File: src/rtl/nor_cmd_seq.sv
module nor_cmd_seq #(
  parameter int AW       = 19,
  parameter int SECT_AW  = 16,
  parameter int TSU      = 2,
  parameter int TPW      = 3,
  parameter int THD      = 1,
  parameter int POLL_MAX = 200000,
  parameter logic [7:0] EXP_MFR = 8'h01,
  parameter logic [7:0] EXP_DEV = 8'hA4
) (
  input  logic          clk,
  input  logic          rst_n,
  input  logic          req_valid,
  input  logic [2:0]    req_op,
  input  logic [AW-1:0] req_addr,
  input  logic [7:0]    req_data,
  output logic          busy,
  output logic          done,
  output logic          ok,
  output logic          err,
  output logic [7:0]    id_mfr,
  output logic [7:0]    id_dev,
  output logic [AW-1:0] buf_addr,
  input  logic [7:0]    buf_data,
  output logic [AW-1:0] fl_addr,
  output logic [7:0]    fl_dq_out,
  output logic          fl_dq_oe,
  input  logic [7:0]    fl_dq_in,
  output logic          fl_ce_n,
  output logic          fl_we_n,
  output logic          fl_oe_n
);
  localparam logic [2:0] OP_ID   = 3'd0;
  localparam logic [2:0] OP_CHIP = 3'd1;
  localparam logic [2:0] OP_SECT = 3'd2;
  localparam logic [2:0] OP_PROG = 3'd3;
  localparam logic [2:0] OP_FULL = 3'd4;
  localparam int TMX = (TSU > TPW) ? ((TSU > THD) ? TSU : THD) : ((TPW > THD) ? TPW : THD);
  localparam int TW  = $clog2(TMX + 1);
  localparam int PCW = $clog2(POLL_MAX + 1);
  localparam logic [AW-1:0] UNL_A = AW'(11'h555);
  localparam logic [AW-1:0] UNL_B = AW'(11'h2AA);

  typedef enum logic [1:0] {PH_IDLE, PH_SU, PH_PW, PH_HD} ph_t;

  ph_t           ph_q;
  logic [TW-1:0] tcnt_q;
  logic          brd_q;
  logic [AW-1:0] baddr_q;
  logic [7:0]    bdat_q;
  logic [7:0]    rd_q;

  logic          run_q, ers_q, poll_q, pfirst_q, t6_q;
  logic [2:0]    op_q, step_q;
  logic [AW-1:0] addr_q;
  logic [7:0]    data_q, mfr_q, dev_q;
  logic [PCW-1:0] pcnt_q;
  logic          done_q, ok_q, err_q;

  logic [2:0]    kind;
  logic          s_rd, s_last;
  logic [AW-1:0] s_addr, poll_addr;
  logic [7:0]    s_dat, pdat;

  assign kind      = (op_q == OP_FULL) ? (ers_q ? OP_SECT : OP_PROG) : op_q;
  assign pdat      = (op_q == OP_FULL) ? buf_data : data_q;
  assign poll_addr = (kind == OP_CHIP) ? '0 : addr_q;

  always_comb begin
    s_rd   = 1'b0;
    s_addr = UNL_A;
    s_dat  = 8'hAA;
    s_last = 1'b0;
    case (step_q)
      3'd0: ;
      3'd1: begin s_addr = UNL_B; s_dat = 8'h55; end
      3'd2: begin
        case (kind)
          OP_ID:            s_dat = 8'h90;
          OP_CHIP, OP_SECT: s_dat = 8'h80;
          default:          s_dat = 8'hA0;
        endcase
      end
      3'd3: begin
        if (kind == OP_ID) begin
          s_rd = 1'b1; s_addr = '0;
        end else if (kind == OP_PROG) begin
          s_addr = addr_q; s_dat = pdat; s_last = 1'b1;
        end
      end
      3'd4: begin
        if (kind == OP_ID) begin
          s_rd = 1'b1; s_addr = AW'(1);
        end else begin
          s_addr = UNL_B; s_dat = 8'h55;
        end
      end
      3'd5: begin
        s_last = 1'b1;
        case (kind)
          OP_ID:   begin s_addr = '0; s_dat = 8'hF0; end
          OP_CHIP: s_dat = 8'h10;
          default: begin s_addr = addr_q; s_dat = 8'h30; end
        endcase
      end
      default: ;
    endcase
  end

  logic cyc_end, settled, ptimeout, unit_done, last_unit;
  assign cyc_end   = (ph_q == PH_HD) && (tcnt_q == '0);
  assign settled   = poll_q && !pfirst_q && (rd_q[6] == t6_q);
  assign ptimeout  = poll_q && !settled && (pcnt_q == PCW'(POLL_MAX - 1));
  assign unit_done = poll_q ? settled : (s_last && kind == OP_ID);
  assign last_unit = (op_q != OP_FULL) || (!ers_q && (&addr_q));

  always_ff @(posedge clk) begin
    if (!rst_n) begin
      ph_q <= PH_IDLE; tcnt_q <= '0; brd_q <= 1'b0; baddr_q <= '0; bdat_q <= '0; rd_q <= '0;
      run_q <= 1'b0; ers_q <= 1'b0; poll_q <= 1'b0; pfirst_q <= 1'b0; t6_q <= 1'b0;
      op_q <= '0; step_q <= '0; addr_q <= '0; data_q <= '0; mfr_q <= '0; dev_q <= '0;
      pcnt_q <= '0; done_q <= 1'b0; ok_q <= 1'b0; err_q <= 1'b0;
    end else begin
      done_q <= 1'b0;
      if (!run_q) begin
        if (req_valid) begin
          op_q   <= req_op;
          addr_q <= (req_op == OP_FULL) ? '0 : req_addr;
          data_q <= req_data;
          ers_q  <= 1'b1;
          step_q <= '0;
          poll_q <= 1'b0;
          ok_q   <= 1'b0;
          err_q  <= 1'b0;
          run_q  <= 1'b1;
        end
      end else begin
        case (ph_q)
          PH_IDLE: begin
            ph_q    <= PH_SU;
            tcnt_q  <= TW'(TSU - 1);
            brd_q   <= poll_q | s_rd;
            baddr_q <= poll_q ? poll_addr : s_addr;
            bdat_q  <= s_dat;
          end
          PH_SU: begin
            if (tcnt_q == '0) begin ph_q <= PH_PW; tcnt_q <= TW'(TPW - 1); end
            else tcnt_q <= tcnt_q - 1'b1;
          end
          PH_PW: begin
            if (tcnt_q == '0) begin
              ph_q <= PH_HD; tcnt_q <= TW'(THD - 1);
              if (brd_q) rd_q <= fl_dq_in;
            end else tcnt_q <= tcnt_q - 1'b1;
          end
          default: begin
            if (tcnt_q != '0) tcnt_q <= tcnt_q - 1'b1;
            else begin
              ph_q <= PH_IDLE;
              if (ptimeout) begin
                run_q <= 1'b0; done_q <= 1'b0 | 1'b1; err_q <= 1'b1; ok_q <= 1'b0; poll_q <= 1'b0;
              end else if (unit_done) begin
                poll_q <= 1'b0;
                step_q <= '0;
                if (last_unit) begin
                  run_q  <= 1'b0;
                  done_q <= 1'b1;
                  ok_q   <= (op_q == OP_ID) ? (mfr_q == EXP_MFR && dev_q == EXP_DEV) : 1'b1;
                end else if (ers_q) begin
                  ers_q <= 1'b0;
                end else begin
                  addr_q <= addr_q + 1'b1;
                  if (&addr_q[SECT_AW-1:0]) ers_q <= 1'b1;
                end
              end else if (poll_q) begin
                t6_q     <= rd_q[6];
                pfirst_q <= 1'b0;
                pcnt_q   <= pcnt_q + 1'b1;
              end else if (s_last) begin
                poll_q   <= 1'b1;
                pfirst_q <= 1'b1;
                pcnt_q   <= '0;
              end else begin
                step_q <= step_q + 1'b1;
                if (kind == OP_ID && step_q == 3'd3) mfr_q <= rd_q;
                if (kind == OP_ID && step_q == 3'd4) dev_q <= rd_q;
              end
            end
          end
        endcase
      end
    end
  end

  assign busy      = run_q;
  assign done      = done_q;
  assign ok        = ok_q;
  assign err       = err_q;
  assign id_mfr    = mfr_q;
  assign id_dev    = dev_q;
  assign buf_addr  = addr_q;
  assign fl_addr   = baddr_q;
  assign fl_dq_out = bdat_q;
  assign fl_ce_n   = (ph_q == PH_IDLE);
  assign fl_we_n   = !(ph_q == PH_PW && !brd_q);
  assign fl_oe_n   = !(ph_q == PH_PW && brd_q);
  assign fl_dq_oe  = (ph_q != PH_IDLE) && !brd_q;


  no_strobe_clash_chk: assert property (@(posedge clk) disable iff (!rst_n)
    !(!fl_we_n && !fl_oe_n));

  strobe_in_ce_chk: assert property (@(posedge clk) disable iff (!rst_n)
    (!fl_we_n || !fl_oe_n) |-> !fl_ce_n);

  addr_stable_chk: assert property (@(posedge clk) disable iff (!rst_n)
    (!fl_ce_n && $past(!fl_ce_n)) |-> ($stable(fl_addr) && $stable(fl_dq_out)));

  dq_dir_chk: assert property (@(posedge clk) disable iff (!rst_n)
    !fl_oe_n |-> !fl_dq_oe);

  done_pulse_chk: assert property (@(posedge clk) disable iff (!rst_n)
    done |=> !done);

  done_busy_chk: assert property (@(posedge clk) disable iff (!rst_n)
    done |-> (!busy && $past(busy)));

  err_not_ok_chk: assert property (@(posedge clk) disable iff (!rst_n)
    (done && err) |-> !ok);

  ignore_busy_req_chk: assert property (@(posedge clk) disable iff (!rst_n)
    (busy && req_valid) |=> $stable(op_q));
endmodule

File: config.mk
export PLATFORM = sky130hd
export DESIGN_NAME = nor_cmd_seq
export DESIGN_NICKNAME = d
export VERILOG_FILES = /design/src/rtl/nor_cmd_seq.sv
export SDC_FILE = /design/constraint.sdc
export NUM_CORES = 1
export LEC_CHECK = 0
export ABC_CLOCK_PERIOD_IN_PS = 7400
export BUFFER_PORTS_ARGS = -buffer_cell sky130_fd_sc_hd__buf_2
export CAP_MARGIN = 20
export CORE_MARGIN = 10
export CORE_UTILIZATION = 42
export DETAILED_ROUTE_END_ITERATION = 8
export PLACE_DENSITY = 0.66
export RECOVER_POWER = 50
export SYNTH_ARGS = -nofsm -noshare
export SYNTH_HDL_FRONTEND = slang
export SYNTH_SLANG_ARGS = --single-unit
File: constraint.sdc
create_clock -name clk -period 7.4 [get_ports clk]
set_input_delay 0 -clock clk [delete_from_list [all_inputs] [get_ports clk]]
set_output_delay 0 -clock clk [all_outputs]
set_load 0.005 [all_outputs]
==> key figures <==
Run status
  – Outcome: finished clean

Setup path
  – Crit start category: register
  – Crit path DAT: 3840 ps
  – Worst path max stage delay: 1070 ps
  – CP max FO: 33
  – Critical Path, Cell by Cell: clkbuf_1 > and3_1 > nand3_2 > or4b_2 > a31oi_1
  – Critical Path End Type: register
  – Critical path required time: 7740 ps
  – CP max-delay cell: clkbuf_1
  – Setup CP Type: reg -> reg
  – WP buf/inv: 1
  – Cell family with most CP delay: simple AND/OR/NAND/NOR gates

Min path
  – Hold WC Path Type: in -> reg

GRT
  – Total track usage: 0.185
  – Number of global-route vias before repair: 5761
  – First-pass GRT wire length: 29700 um
  – Largest net degree at the start of global routing: 52
  – Initial antenna violation count: 0
  – GR Overflow Total: 0

Pwr
  – Leakage power: 2.82 nW
  – VDD IR max: 0.165 mV
  – Power Density: 234 nW/um^2

Layout
  – Layout cells sized above 1: 0.128
  – Final Net Count: 931
  – Layout fillers: 1333
  – Final Core Density: 0.547
  – Area grow syn2layout: 28.2%
  – # diodes: 0

Clocking
  – CTS Buffer Depth: 2
  – CTS resizes: 0
  – Setup Fix Bufs, Post-CTS: 0
  – CTS Sinks: 115
  – Clock Pin Slew Worst Setup and Hold Paths: 50 ps
  – Clk root buf: clkbuf_16
  – CTS tree: built
  – H-tree level count: 4
  – Worst-skew pair later-pin latency: 420 ps
  – Cts bufs inserted: 17

Yosys
  – Top post-synthesis cells by count: dfxtp_1 (115), nand2_1 (105), nor2_1 (80), a21oi_1 (54)
  – Ys async rst share: 0
  – Seq/Total Area, Yosys: 0.392
  – Average size of a mapped cell: 8.05 sq um
  – Largest cells by area after synthesis: dfxtp_1 (39%), nand2_1 (6.7%), nor2_1 (5.1%)
  – Most frequent cell after synthesis: dfxtp_1
  – Distinct cells, synth: 70
  – EDFF count, synth: 0
  – Synth Warn #: 0
  – Synth area leader: dfxtp_1
  – Cell area after synthesis: 5880 sq um
  – Synth Net Count: 793
  – Gate Count Post-Synth: 730
  – Synth Flop Type: dfxtp_1
  – #FFs+latches synth: 115
  – Yosys top cell area share: 0.392

STA
  – Fmax achieved: 285 MHz
  – Fin. max-slew vios: 0
  – Max-slew headroom: 0.0270
  – Final setup fails: 0
  – RSZ-0062 raised after global routing: no
  – Fin crit share: 0.474
  – Setup TNS: 0 ps
  – Min Tclk post-route: 3510 ps
  – Final Hold Viols: 0
  – Skew final: 6.85 ps
  – WHS: 7.57 ps
  – Measured slew at the worst slew-check pin: 1460 ps

Routing
  – DRT iter0 DRCs: 583
  – Detailed Route WL: 18300 um
  – Vias post-DR: 5958
  – 1st-pass router iterations: 6
  – Vias/cell: 5.62
  – Detail Route Antenna Nets: 0
  – DR WL/cell: 17.2 um
  – DR DRC count: 0

Floorplanning
  – Die height: 138 um
  – Total core area: 13800 sq um
  – # rows: 43
  – Io pins: 119
  – Initial core utilization: 0.427
  – Die area: 19100 sq um
  – Chip Width: 138 um

Placed design
  – Port bufs: 118
  – DP Wirelength: 12600 um
  – Placer Congestion: 0.922

Flow run
  – Max Cap Viol: 0
[stage by stage]
step                      power, W  worst slack (ps)  cell area (sq um)  cells
after global placement    0.000841              4450               6530    987
after detailed placement  0.000842              4380               6530    987
after CTS                  0.00178              4370               7600   1059
final                      0.00177              3890               7530   1060
after global routing       0.00183              3670               7530   1060
after floorplan           0.000777              5060               5880    730
[report_power, final]
part | switching [W] | total [W] | internal, W
Combinational | 0.000100 | 0.000175 | 0.0000746
Sequential | 0.0000285 | 0.000672 | 0.000643
Clock | 0.000285 | 0.000920 | 0.000635
Total | 0.000413 | 0.00177 | 0.00135
[worst min-delay path, stage by stage]
cell and delay (ps):
buf_2 90, o221ai_1 130, a21oi_1 160
[placed cells by master, fill, tap and decap left out, types with 4 or more instances in the layout]
master | Yosys | final
clkbuf_16 | 0 | 17
nand2b_1 | 5 | 5
buf_4 | 1 | 4
and2_1 | 11 | 11
mux2i_1 | 25 | 25
o21a_1 | 5 | 5
dlygate4sd3_1 | 0 | 41
a211oi_1 | 5 | 5
clkbuf_1 | 34 | 57
xnor2_1 | 6 | 6
inv_1 | 13 | 13
a32oi_1 | 4 | 4
nand3_1 | 31 | 31
nand2_1 | 105 | 105
buf_2 | 6 | 62
a221oi_1 | 11 | 11
nor2_1 | 80 | 80
a21oi_1 | 54 | 54
or2_2 | 5 | 5
o221ai_1 | 5 | 5
or3_1 | 5 | 5
a32o_1 | 8 | 8
ha_1 | 14 | 14
dfxtp_1 | 115 | 115
nand4_1 | 14 | 14
a31oi_1 | 13 | 13
a222oi_1 | 6 | 6
clkinv_2 | 0 | 4
o21ai_0 | 34 | 34
a21o_1 | 7 | 7
bufinv_16 | 0 | 6
nor4b_1 | 4 | 4
and3_1 | 10 | 10
nor3_1 | 23 | 23
a22oi_1 | 6 | 6
[path summary, 6_finish.rpt]
path | to | cells past startpoint | slack [ps] | from
hold reg to reg | fl_addr[18] | 2 | 450 | fl_addr[18]
setup reg to reg | pcnt_q[7] | 5 | 3890 | busy
hold / removal | fl_dq_out[1] | 3 | 8 | buf_data[1]
setup / recovery | pcnt_q[7] | 5 | 3890 | busy
[sequential cells by signal, indices dropped and copies added (netlist names), 3 cells and up]
register,flops
buf_addr,19
fl_addr,19
pcnt_q,18
data_q,8
fl_dq_out,8
id_dev,8
id_mfr,8
rd_q,8
op_q,3
step_q,3
[cell families after synthesis]
family,synth area share
AOI/OAI and AO/OA,0.208
xor gates and xnor gates,0.0134
adders and majority gates,0.0298
buffers and inverters,0.0409
DFF,0.392
muxes,0.0426
and+or+nand+nor,0.274
[layer usage]
layer | track usage | part of all wire
met1 | 0.227 | 0.45
met2 | 0.301 | 0.47
met3 | 0.0575 | 0.066
met4 | 0.0555 | 0.011
met5 | 0 | 0
[repair_timing]
item / CTS / global route
endpoints found under the hold margin: 41 / 0
setup endpoints to repair: 0 / 0
hold buffers: 41 / 0
[cell type report]
type	count	area [sq um]	share of cell area
clock inverters	11	208	0.0276
multi-input cells	556	3330	0.442
inverters	14	52.6	0.00698
repair buffers	164	966	0.128
flip-flops and latches	115	2300	0.306
well taps	180	225	0.0299
clock buffers	20	447	0.0593
No activity file was read; power rests on OpenSTA's default activity.
